## config.mk

```make
export PLATFORM = sky130hd
export DESIGN_NAME = pipe_ctrl
export DESIGN_NICKNAME = d
export VERILOG_FILES = /design/src/rtl/pipe_ctrl.sv
export SDC_FILE = /design/constraint.sdc
export NUM_CORES = 1
export LEC_CHECK = 0
export ABC_AREA = 1
export ABC_CLOCK_PERIOD_IN_PS = 1000
export CORE_MARGIN = 2
export CORE_UTILIZATION = 40
export CTS_BUF_LIST = sky130_fd_sc_hd__clkbuf_4 sky130_fd_sc_hd__clkbuf_8 sky130_fd_sc_hd__clkbuf_16
export CTS_CLUSTER_SIZE = 16
export DETAILED_ROUTE_END_ITERATION = 8
export PLACE_DENSITY = 0.85
export SLEW_MARGIN = 20
export SYNTH_ARGS = -nofsm -noshare
export SYNTH_HDL_FRONTEND = slang
export SYNTH_SLANG_ARGS = --single-unit
```

## constraint.sdc

```tcl
create_clock -name clk -period 1 [get_ports clk]
set_clock_uncertainty 0.1 [all_clocks]
set_input_delay 0.2 -clock clk [delete_from_list [all_inputs] [get_ports clk]]
set_output_delay 0.2 -clock clk [all_outputs]
set_load 0.005 [all_outputs]
```

## src/rtl/pipe_ctrl.sv

```systemverilog
module pipe_ctrl (
  input  logic        clk,
  input  logic        rst_n,
  input  logic [31:0] if_instr,
  input  logic        ex_equal,
  output logic [4:0]  id_rs_addr,
  output logic [4:0]  id_rt_addr,
  output logic [15:0] id_imm,
  output logic [1:0]  ex_alu_op,
  output logic        ex_use_imm,
  output logic        ex_imm_zero,
  output logic        ex_ovf_chk,
  output logic        pc_take_branch,
  output logic        mem_rd,
  output logic        mem_wr,
  output logic        wb_we,
  output logic [4:0]  wb_addr,
  output logic        wb_from_mem
);

  localparam logic [1:0] ALU_ADD = 2'd0, ALU_SUB = 2'd1, ALU_AND = 2'd2, ALU_OR = 2'd3;

  // decode stage
  logic [31:0] id_ir;
  logic        id_v;

  // decoded bundle
  logic [1:0] d_alu;
  logic       d_imm, d_zx, d_ovf, d_br, d_mrd, d_mwr, d_we, d_fm, d_dst_rd;
  logic [4:0] d_dst;

  // execute stage
  logic       x_v, x_imm, x_zx, x_ovf, x_br, x_mrd, x_mwr, x_we, x_fm;
  logic [1:0] x_alu;
  logic [4:0] x_dst;

  // memory stage
  logic       m_v, m_rd, m_wr, m_we, m_fm;
  logic [4:0] m_dst;

  // write-back stage
  logic       w_v, w_we, w_fm;
  logic [4:0] w_dst;

  always_comb begin
    d_alu = ALU_ADD; d_imm = 1'b0; d_zx = 1'b0; d_ovf = 1'b0; d_br = 1'b0;
    d_mrd = 1'b0; d_mwr = 1'b0; d_we = 1'b0; d_fm = 1'b0; d_dst_rd = 1'b0;
    case (id_ir[31:26])
      6'h00: begin
        d_dst_rd = 1'b1;
        case (id_ir[5:0])
          6'h20: begin d_alu = ALU_ADD; d_ovf = 1'b1; d_we = 1'b1; end
          6'h22: begin d_alu = ALU_SUB; d_ovf = 1'b1; d_we = 1'b1; end
          6'h24: begin d_alu = ALU_AND; d_we = 1'b1; end
          6'h25: begin d_alu = ALU_OR;  d_we = 1'b1; end
          default: ;
        endcase
      end
      6'h08: begin d_imm = 1'b1; d_ovf = 1'b1; d_we = 1'b1; end
      6'h0D: begin d_alu = ALU_OR; d_imm = 1'b1; d_zx = 1'b1; d_we = 1'b1; end
      6'h23: begin d_imm = 1'b1; d_mrd = 1'b1; d_we = 1'b1; d_fm = 1'b1; end
      6'h2B: begin d_imm = 1'b1; d_mwr = 1'b1; end
      6'h04: begin d_alu = ALU_SUB; d_br = 1'b1; end
      default: ;
    endcase
  end

  assign d_dst = d_dst_rd ? id_ir[15:11] : id_ir[20:16];

  assign id_rs_addr = id_ir[25:21];
  assign id_rt_addr = id_ir[20:16];
  assign id_imm     = id_ir[15:0];

  assign pc_take_branch = x_v & x_br & ex_equal;

  always_ff @(posedge clk or negedge rst_n) begin
    if (!rst_n) begin
      id_ir <= '0; id_v <= 1'b0;
      x_v <= 1'b0; x_alu <= ALU_ADD; x_imm <= 1'b0; x_zx <= 1'b0; x_ovf <= 1'b0;
      x_br <= 1'b0; x_mrd <= 1'b0; x_mwr <= 1'b0; x_we <= 1'b0; x_fm <= 1'b0; x_dst <= '0;
      m_v <= 1'b0; m_rd <= 1'b0; m_wr <= 1'b0; m_we <= 1'b0; m_fm <= 1'b0; m_dst <= '0;
      w_v <= 1'b0; w_we <= 1'b0; w_fm <= 1'b0; w_dst <= '0;
    end else begin
      id_ir <= if_instr;
      id_v  <= ~pc_take_branch;
      x_v <= id_v; x_alu <= d_alu; x_imm <= d_imm; x_zx <= d_zx; x_ovf <= d_ovf;
      x_br <= d_br; x_mrd <= d_mrd; x_mwr <= d_mwr; x_we <= d_we; x_fm <= d_fm; x_dst <= d_dst;
      m_v <= x_v; m_rd <= x_mrd; m_wr <= x_mwr; m_we <= x_we; m_fm <= x_fm; m_dst <= x_dst;
      w_v <= m_v; w_we <= m_we; w_fm <= m_fm; w_dst <= m_dst;
    end
  end

  assign ex_alu_op   = x_alu;
  assign ex_use_imm  = x_imm;
  assign ex_imm_zero = x_zx;
  assign ex_ovf_chk  = x_v & x_ovf;
  assign mem_rd      = m_v & m_rd;
  assign mem_wr      = m_v & m_wr;
  assign wb_we       = w_v & w_we;
  assign wb_addr     = w_dst;
  assign wb_from_mem = w_fm;

  always @(posedge clk)
    if (!rst_n)
      assert_quiet_in_reset_R11: assert (!wb_we && !mem_rd && !mem_wr && !pc_take_branch && !ex_ovf_chk)
        else $error("activity during reset");

  assert_one_mem_strobe_R12: assert property (@(posedge clk) disable iff (!rst_n)
    !(mem_rd && mem_wr));

  assert_squash_no_ovf_R8: assert property (@(posedge clk) disable iff (!rst_n)
    pc_take_branch |=> ##1 !ex_ovf_chk);

  assert_squash_no_mem_R8: assert property (@(posedge clk) disable iff (!rst_n)
    pc_take_branch |=> ##2 (!mem_rd && !mem_wr));

  assert_squash_no_wb_R8: assert property (@(posedge clk) disable iff (!rst_n)
    pc_take_branch |=> ##3 !wb_we);

  assert_load_reads_first_R4: assert property (@(posedge clk) disable iff (!rst_n)
    (wb_we && wb_from_mem) |-> $past(mem_rd));

  assert_store_no_write_R5: assert property (@(posedge clk) disable iff (!rst_n)
    mem_wr |=> !wb_we);

endmodule

```

Word-level counts from Yosys, hierarchy flattened

Index checks and enable logic that the tools add are counted.

Flip-flop bits (word level): 65
Bits of input ports: 35
Output and inout port bits: 41
Word-level logic and storage cells: 55

Equal/unequal tests: 9
Muxes and demuxes: 13
Bitwise gates (word level): 7
Reductions and logical operators: 5

Operators by type and width:

| operator             | number |
|---|---|
| $eq A6 B6 Y1 const B | 6 |
| $eq A6 B4 Y1 const B | 2 |
| $pmux W2 S3          | 2 |
| $mux W1              | 8 |
| $reduce_or A4 Y1     | 2 |
| $and A1 B1 Y1        | 6 |
| $eq A6 B3 Y1 const B | 1 |
| $logic_not A6 Y1     | 1 |
| $mux W5              | 1 |
| $pmux W1 S2          | 2 |
| $reduce_or A3 Y1     | 1 |
| $reduce_or A2 Y1     | 1 |
| $not A1 Y1           | 1 |

Longest topological paths before layout

Gate-level depths: netlist (run 1).

Depth after elaboration: 4
Mapped depth: 6
Gate-level depth less buffers: 6

Worst setup path after synthesis (run 1)

OpenSTA, ideal clock, no wires.

Path kind: flip-flop to flip-flop
Start: reg id_ir[27]
End: reg x_we
Setup time: 65 ps
Arrival time: 864 ps
Data required time: 835 ps
Slack: -29 ps
Stages on the path, launching flop included: 6
Path buffers: 0
Period minus slack after synthesis: 1029 ps
Path through: dfrtp_1 -> nor2_4 -> nand3_4 -> clkinv_4 -> nand2_1 -> nand2_1

Longest elaborated chain between the ends: 3
Elaborated cells between the ends (all ways): 6
Classes of those cells: 3 x eq/ne; 1 x mux; 2 x reduce/logical

Ends and longest elaborated chain:

| item                                         | line | text |
|---|---|---|
| start, declared                              | 24   | `logic [31:0] id_ir;` |
| start signal, assigned                       | 84   | `id_ir <= if_instr;` |
| $eq A6 B6 Y1 or $eq A6 B4 Y1 (tied branches) | 48   | `case (id_ir[31:26])` |
| $reduce_or A3 Y1 (no line)                   | -    |  |
| $pmux W1 S2 *                                | 48   |  |
| via d_we                                     | 29   | `logic d_imm, d_zx, d_ovf, d_br, d_mrd, d_mwr, d_we, d_fm, d_dst_rd;` |
| end signal, assigned                         | 87   | `x_br <= d_br; x_mrd <= d_mrd; x_mwr <= d_mwr; x_we <= d_we; x_fm <= d_fm; x_dst <= d_dst;` |
| end, declared                                | 33   | `logic x_v, x_imm, x_zx, x_ovf, x_br, x_mrd, x_mwr, x_we, x_fm;` |

The timed path passes the listed nets; every way through them passes the cells marked *.

Worst setup path after layout (run 1)

Start: reg x_v
End: out pc_take_branch

Longest elaborated chain between the ends: 2

Ends and longest elaborated chain:

| item                       | line | text |
|---|---|---|
| start, declared            | 33   |  |
| start signal, assigned     | 86   | `x_v <= id_v; x_alu <= d_alu; x_imm <= d_imm; x_zx <= d_zx; x_ovf <= d_ovf;` |
| $and A1 B1 Y1 (2 in a row) | 74   | `assign pc_take_branch = x_v & x_br & ex_equal;` |
| end, declared              | 13   | `output logic pc_take_branch,` |

Every way passes these cells.

==> results of run 1 <==
[where the power goes]
group          switching [uW]  leakage [uW]  internal [uW]
sequential               47.6      0.000774           2740
clock                     871     0.0000921            962
combinational             167      0.000685            226
total                    1080       0.00155           3930
[cell families (layout without fill, tap and decap cells)]
| family | after synthesis | count (layout) | synth area share |
|---|---|---|---|
| AOI/OAI and AO/OA | 2 | 2 | 0.00462 |
| buffers and inverters | 45 | 126 | 0.125 |
| DFF | 65 | 65 | 0.750 |
| and+or+nand+nor | 55 | 55 | 0.120 |
[synthesized netlist by cell type (all sizes together)]
cell type / number
nand3: 9
nand2: 31
inv: 18
nand4: 1
o21ai: 2
buf: 26
dfrtp: 65
clkinv: 1
nor2: 14
[metal layers]
layer	wire [um]	track usage
met5	0	0
met2	2040	0.225
met1	1310	0.145
met3	162	0.0326
met4	120	0.0982
[worst max path at each step]
stage,cells past startpoint,end,from,slack (ns)
6_report,4,pc_take_branch,x_v,-0.35
3_3_place_gp,4,pc_take_branch,ex_equal,-0.59
5_1_grt,4,pc_take_branch,x_v,-0.39
3_5_place_dp,4,pc_take_branch,ex_equal,-0.61
4_1_cts,4,pc_take_branch,x_v,-0.35
2_1_floorplan,5,x_we,id_ir[28],-0.02
[flip-flops by register name, summed over array words and instances, names as in the netlist]
name	count
ex_alu_op	2
ex_imm_zero	1
ex_use_imm	1
id_ir	32
id_v	1
m_dst	5
m_fm	1
m_v	1
m_we	1
m_wr	1
w_v	1
w_we	1
wb_addr	5
wb_from_mem	1
x_br	1
x_dst	5
x_fm	1
x_mwr	1
x_ovf	1
x_v	1
x_we	1
[critical path, delay by kind of cell, from the launching register on]
family	cells	cell delay [ns]
and+or+nand+nor	1	0.05
DFF	1	0.41
buffers and inverters	3	0.27
[cell type report]
cell class	instances	area, sq um	share of cell area
clock buffers	11	145	0.0479
clock inverters	4	20.0	0.00661
inverters	19	78.8	0.0260
multi-input cells	57	362	0.119
flip-flops and latches	65	1630	0.538
well taps	70	87.6	0.0289
repair buffers	92	704	0.233
[what timing repair did]
action | in CTS | in global routing
pin swaps | 16 | 8
hold buffers | 1 | 0
gates resized for setup | 188 | 13
hold endpoints to repair | 65 | 0
setup buffers | 8 | 2
endpoints found under the setup margin | 54 | 55
[stage by stage]
step	hold slack [ns]	util	area, sq um	setup TNS [ns]	power [uW]
floorplan	-0.196	-	2170	-0.131	2970
global placement	0.131	0.555	2870	-6.39	3250
detailed placement	0.135	0.555	2870	-7.04	3260
CTS	0.199	0.575	2970	-7.34	5080
global route	0.190	0.585	3030	-9.28	5260
finish	0.210	0.585	3030	-6.85	5010
==> impl_metrics.tcl, run 1 <==
set metrics [dict create \
    hold_path.class "input pin to flip-flop" \
    rows 26 \
    grt.overflow.total 0 \
    synthTopCellsByArea "dfrtp_1, buf_4, nand2_1, inv_1, nand3_1" \
    crit_slowest_cell "dfrtp_1" \
    hold_end "id_ir[27]" \
    antenna_found_initial 0 \
    drive_above_1_share 0.431 \
    syn2layout_area_growth_pct 39.6 \
    finalNonFillerCells 318 \
    fin_nets 279 \
    fp.dieW_um 77.6 \
    gp_congestion 0.784 \
    portBuffers 75 \
    drtPass1Iterations 4 \
    crit_arrival_ns 1.05 \
    status "complete, but fails checks" \
    fp.dieH_um 77.6 \
    leakagePower_uw 0.00155 \
    ys_seq_area_frac 0.750 \
    post-route-drc-count 0 \
    clock.fmax_mhz 738 \
    critPathMaxStageDelay_ns 0.41 \
    clock_latency_ns 0.32 \
    fin_ws_ns -0.355 \
    worstSetupPathType "flip-flop to output port" \
    cts_tree "built" \
    final_common_cell "dfrtp_1" \
    ioPinCount 76 \
    synth_area_per_cell_sq_um 13.0 \
    place_ws_ns -0.613 \
    final_max_slew_viol_count 0 \
    vias 1310 \
    clk_path_buf_depth 2 \
    synth_nets 202 \
    cp_max_fo 2 \
    peakVddDrop_v 0.000786 \
    ant_nets 0 \
    netlist_area_sq_um 2170 \
    fin_crit_ns 1.35 \
    max_slew_margin 0.783 \
    cp_common_cell "buf_6" \
    root_buffer "clkbuf_8" \
    setup_viol 53 \
    track_usage 0.133 \
    dp_hpwl_um 2460 \
    nFillCells 423 \
    hold_viol 0 \
    core_area_sq_um 5170 \
    violations "negative setup slack" \
    ys_types 13 \
    htreeDepth 3 \
    powerDensity_nw_per_um2 1660 \
    diodes 0 \
    wl_per_cell_um 11.4 \
    hp-start "if_instr[27]" \
    grt_max_degree 66 \
    cts_sinks 65 \
    fin_crit_sh 1.35 \
    synth_top_cell_area_share 0.750 \
    reg2reg_from "id_ir[26]" \
    rr_worst_depth 5 \
    yosysWarnings 0 \
    drt_iter0_drc 87 \
    timing.rr.end "x_dst[2]" \
    grt_pass1_vias 1311 \
    layout_common_cells "dfrtp_1, buf_2, clkdlybuf4s50_1, nand2_1, inv_1" \
    tightest_slew_ns 0.325 \
    holdPathStages 1 \
    startpoint_type "flip-flop" \
    dieArea_sq_um 6030 \
    dp_cells 293 \
    numCtsBuffers 9 \
    rrSetupSlack_ns -0.18 \
    maxCapViolations 0 \
    start_util 0.419 \
    crit_chain "buf_6 > nand3_4 > inv_2 > buf_6" \
    crit_required_ns 0.70 \
    wl_um 3630 \
    syn-instance-count 167 \
    synth_seq_cells 65 \
    grt_pass1_wl_um 6070 \
    synth_top_cell_by_area "dfrtp_1" \
    crit_path_end_kind "output port" \
    clk_pin_slew_worst_paths_ns 0.07 \
    rsz0062_at_grt "yes" \
    vias_per_cell 4.12 \
]
Note: power is estimated with default switching activity, not from simulation.
==> inputs of run 2 (changes only) <==
CAP_MARGIN = 25   (was not set)
==> results of run 2 <==
Same layout as run 1: the final DEF is identical, and so are final timing and power.
==> inputs of run 3 (changes only) <==
ABC_AREA = not set   (was 1)
ABC_CLOCK_PERIOD_IN_PS = 1600   (was 1000)
CORE_UTILIZATION = 47   (was 40)
PLACE_DENSITY = 0.93   (was 0.85)
clock period = 1.6 ns   (was 1 ns; I/O delays follow)
==> run 3 against run 2 <==
The run now ends clean. Combinational power is 36% lower. Global-route usage is 2.5 points higher. Clock power is 37% lower. Cell area is 1.1% higher. Worst setup slack better by 0.38 ns. Register-to-register slack better by 0.35 ns. Critical endpoint unchanged. Highest routed layer unchanged.
==> impl_metrics.tcl, run 3 <==
set metrics [dict create \
    ys_types 28 \
    cp_max_fo 2 \
    clock.fmax_mhz 635 \
    hold_path.class "flip-flop to flip-flop" \
    worstSetupPathType "input pin to output port" \
    grt_pass1_wl_um 5840 \
    crit_slowest_cell "clkdlybuf4s50_1" \
    tightest_slew_ns 0.397 \
    synth_ff_type "dfrtp_1" \
    netlist_area_sq_um 2160 \
    final_core_util 0.698 \
    synthArstFlopShare 1.00 \
    syn2layout_area_growth_pct 41.7 \
    startpoint "ex_equal" \
    root_buffer "clkbuf_8" \
    wl_per_cell_um 13.9 \
    antenna_found_initial 0 \
    largest_reg_flops 32 \
    dpl_cell_area_sq_um 2820 \
    drive_above_1_share 0.191 \
    fin_crit_ns 1.57 \
    grt_pass1_vias 1255 \
    synth_nets 170 \
    crit_chain "clkdlybuf4s50_1 > nand3_2 > inv_1 > dlygate4sd2_1" \
    synth_most_common_cell "dfrtp_1" \
    wl_um 3630 \
    track_usage 0.159 \
    setup_viol 0 \
    crit_required_ns 1.18 \
    powerDensity_nw_per_um2 1030 \
    synth_area_per_cell_sq_um 16.0 \
    fp.dieW_um 71.8 \
    crit_arrival_ns 1.15 \
    rr_worst_depth 3 \
    vias 1213 \
    drtPass1Iterations 4 \
    dp_hpwl_um 2590 \
    clock_latency_ns 0.33 \
    maxCapViolations 0 \
    synth_common_cells "dfrtp_1, buf_4, mux2_4, nand3_1, nor2_1" \
    cts_sinks 65 \
    rrSetupSlack_ns 0.17 \
    fin_area_sq_um 3060 \
    syn-instance-count 135 \
    max_slew_margin 0.735 \
    critPathMaxStageDelay_ns 0.47 \
    cp.buffers_inverters 3 \
    leakagePower_uw 0.00164 \
    drt_iter0_drc 84 \
    yosysWarnings 0 \
    ys_seq_area_frac 0.753 \
    grt.overflow.total 0 \
    final_common_cell "dfrtp_1" \
    vias_per_cell 4.65 \
    finalNonFillerCells 261 \
    final_max_slew_viol_count 0 \
    rsz0062_at_grt "yes" \
    layout_common_cells "dfrtp_1, clkdlybuf4s50_1, dlygate4sd2_1, dlymetal6s2s_1, clkbuf_8" \
    setup-tns-final_ns 0 \
    fin_nets 240 \
    endpoint "pc_take_branch" \
    synth_top_cell_by_area "dfrtp_1" \
    ant_nets 0 \
    diodes 0 \
    clk_pin_slew_worst_paths_ns 0.06 \
    peakVddDrop_v 0.000667 \
    htreeDepth 3 \
    timing.rr.end "x_dst[3]" \
    startpoint_type "input pin" \
    synth_edf_count 0 \
    worst-path-stages 4 \
    portBuffers 75 \
    reg2reg_from "id_ir[26]" \
    core_area_sq_um 4380 \
    dieArea_sq_um 5160 \
    hold_viol 0 \
    fin_crit_sh 0.984 \
    rows 24 \
    hold-worst-slack_ns 0.248 \
    grt_max_degree 22 \
    top_register "id_ir" \
    status "finished clean" \
    cts_tree "built" \
    synthTopCellsByArea "dfrtp_1, buf_4, mux2_4, and2_1, nand3_1" \
    synth_top_cell_area_share 0.753 \
    ioPinCount 76 \
    numCtsBuffers 9 \
    start_util 0.493 \
    cp_top_family "buffers and inverters" \
    post-route-drc-count 0 \
    clk_path_buf_depth 2 \
    dp_cells 239 \
    gp_congestion 0.862 \
    fp.dieH_um 71.8 \
    crit_path_end_kind "output port" \
    synth_seq_cells 65 \
]
[run 3: changes by cell type in the layout (fill, tap and decap cells not counted), moves of 7 or more]
cell	change
dlygate4sd2_1	+24
dlymetal6s2s_1	+17
buf_2	-40
nand2_1	-19
nand2_2	-10
inv_1	-12
nor2_4	-7
[run 3: routing by layer]
metal	up-vias	global-route usage	wire length [um]
met4	0	0.113	111
met2	77	0.249	1850
met1	568	0.180	1330
li1	560	-	-
met3	8	0.0577	336
met5	-	0	0
[run 3: worst min-delay path by stage]
stage,from,end,cells past startpoint,slack (ns)
floorplan,rst_n,ex_alu_op[0],0,-0.08
global placement,rst_n,id_ir[3],1,0.16
detailed placement,rst_n,id_ir[3],1,0.17
CTS,m_dst[2],wb_addr[2],0,0.25
global route,id_v,x_v,0,0.26
finish,m_dst[2],wb_addr[2],0,0.25
[run 3: worst reg2reg max path: cells and delay by family, from the launching register on]
kind | cells | cell delay [ns]
multiplexers | 1 | 0.33
AND/OR/NAND/NOR | 2 | 0.41
flip-flops | 1 | 0.48
[run 3: per-stage QoR]
stage / setup WS [ns] / total power, uW
detailed placement: -0.229 / 2040
global route: -0.0142 / 3320
global placement: -0.219 / 2030
floorplan: 0.294 / 1860
CTS: 0.00150 / 3190
finish: 0.0261 / 3140
[run 3: final cells by class]
cell class                 count  area, sq um
inverter                       3         11.3
tap                           52         65.1
clock inverter                 4         20.0
clock buffer                  11          145
multi-input combinational     41          333
timing repair buffer          85          861
sequential                    65         1630
fill                         301         1320
[run 3: where the power goes]
part           leakage, uW  internal, uW  switching (uW)
clock            0.0000921           601             546
combinational     0.000768           164            86.7
sequential        0.000777          1710            33.6
[run 3: kinds of logic after synthesis]
group / count (synthesis) / synth area share
AO/OA/AOI/OAI: 5 / 0.0151
multiplexers: 6 / 0.0394
buffers and inverters: 29 / 0.0955
flip-flops: 65 / 0.753
AND/OR/NAND/NOR: 30 / 0.0973
[run 3: repair_timing]
item,4_1_cts,5_1_grt
cloned,0,0
endpoints found under the setup margin,25,18
hold endpoints to repair,13,0
setup buffers,6,0
hold buffers,1,0
gates resized for setup,24,18
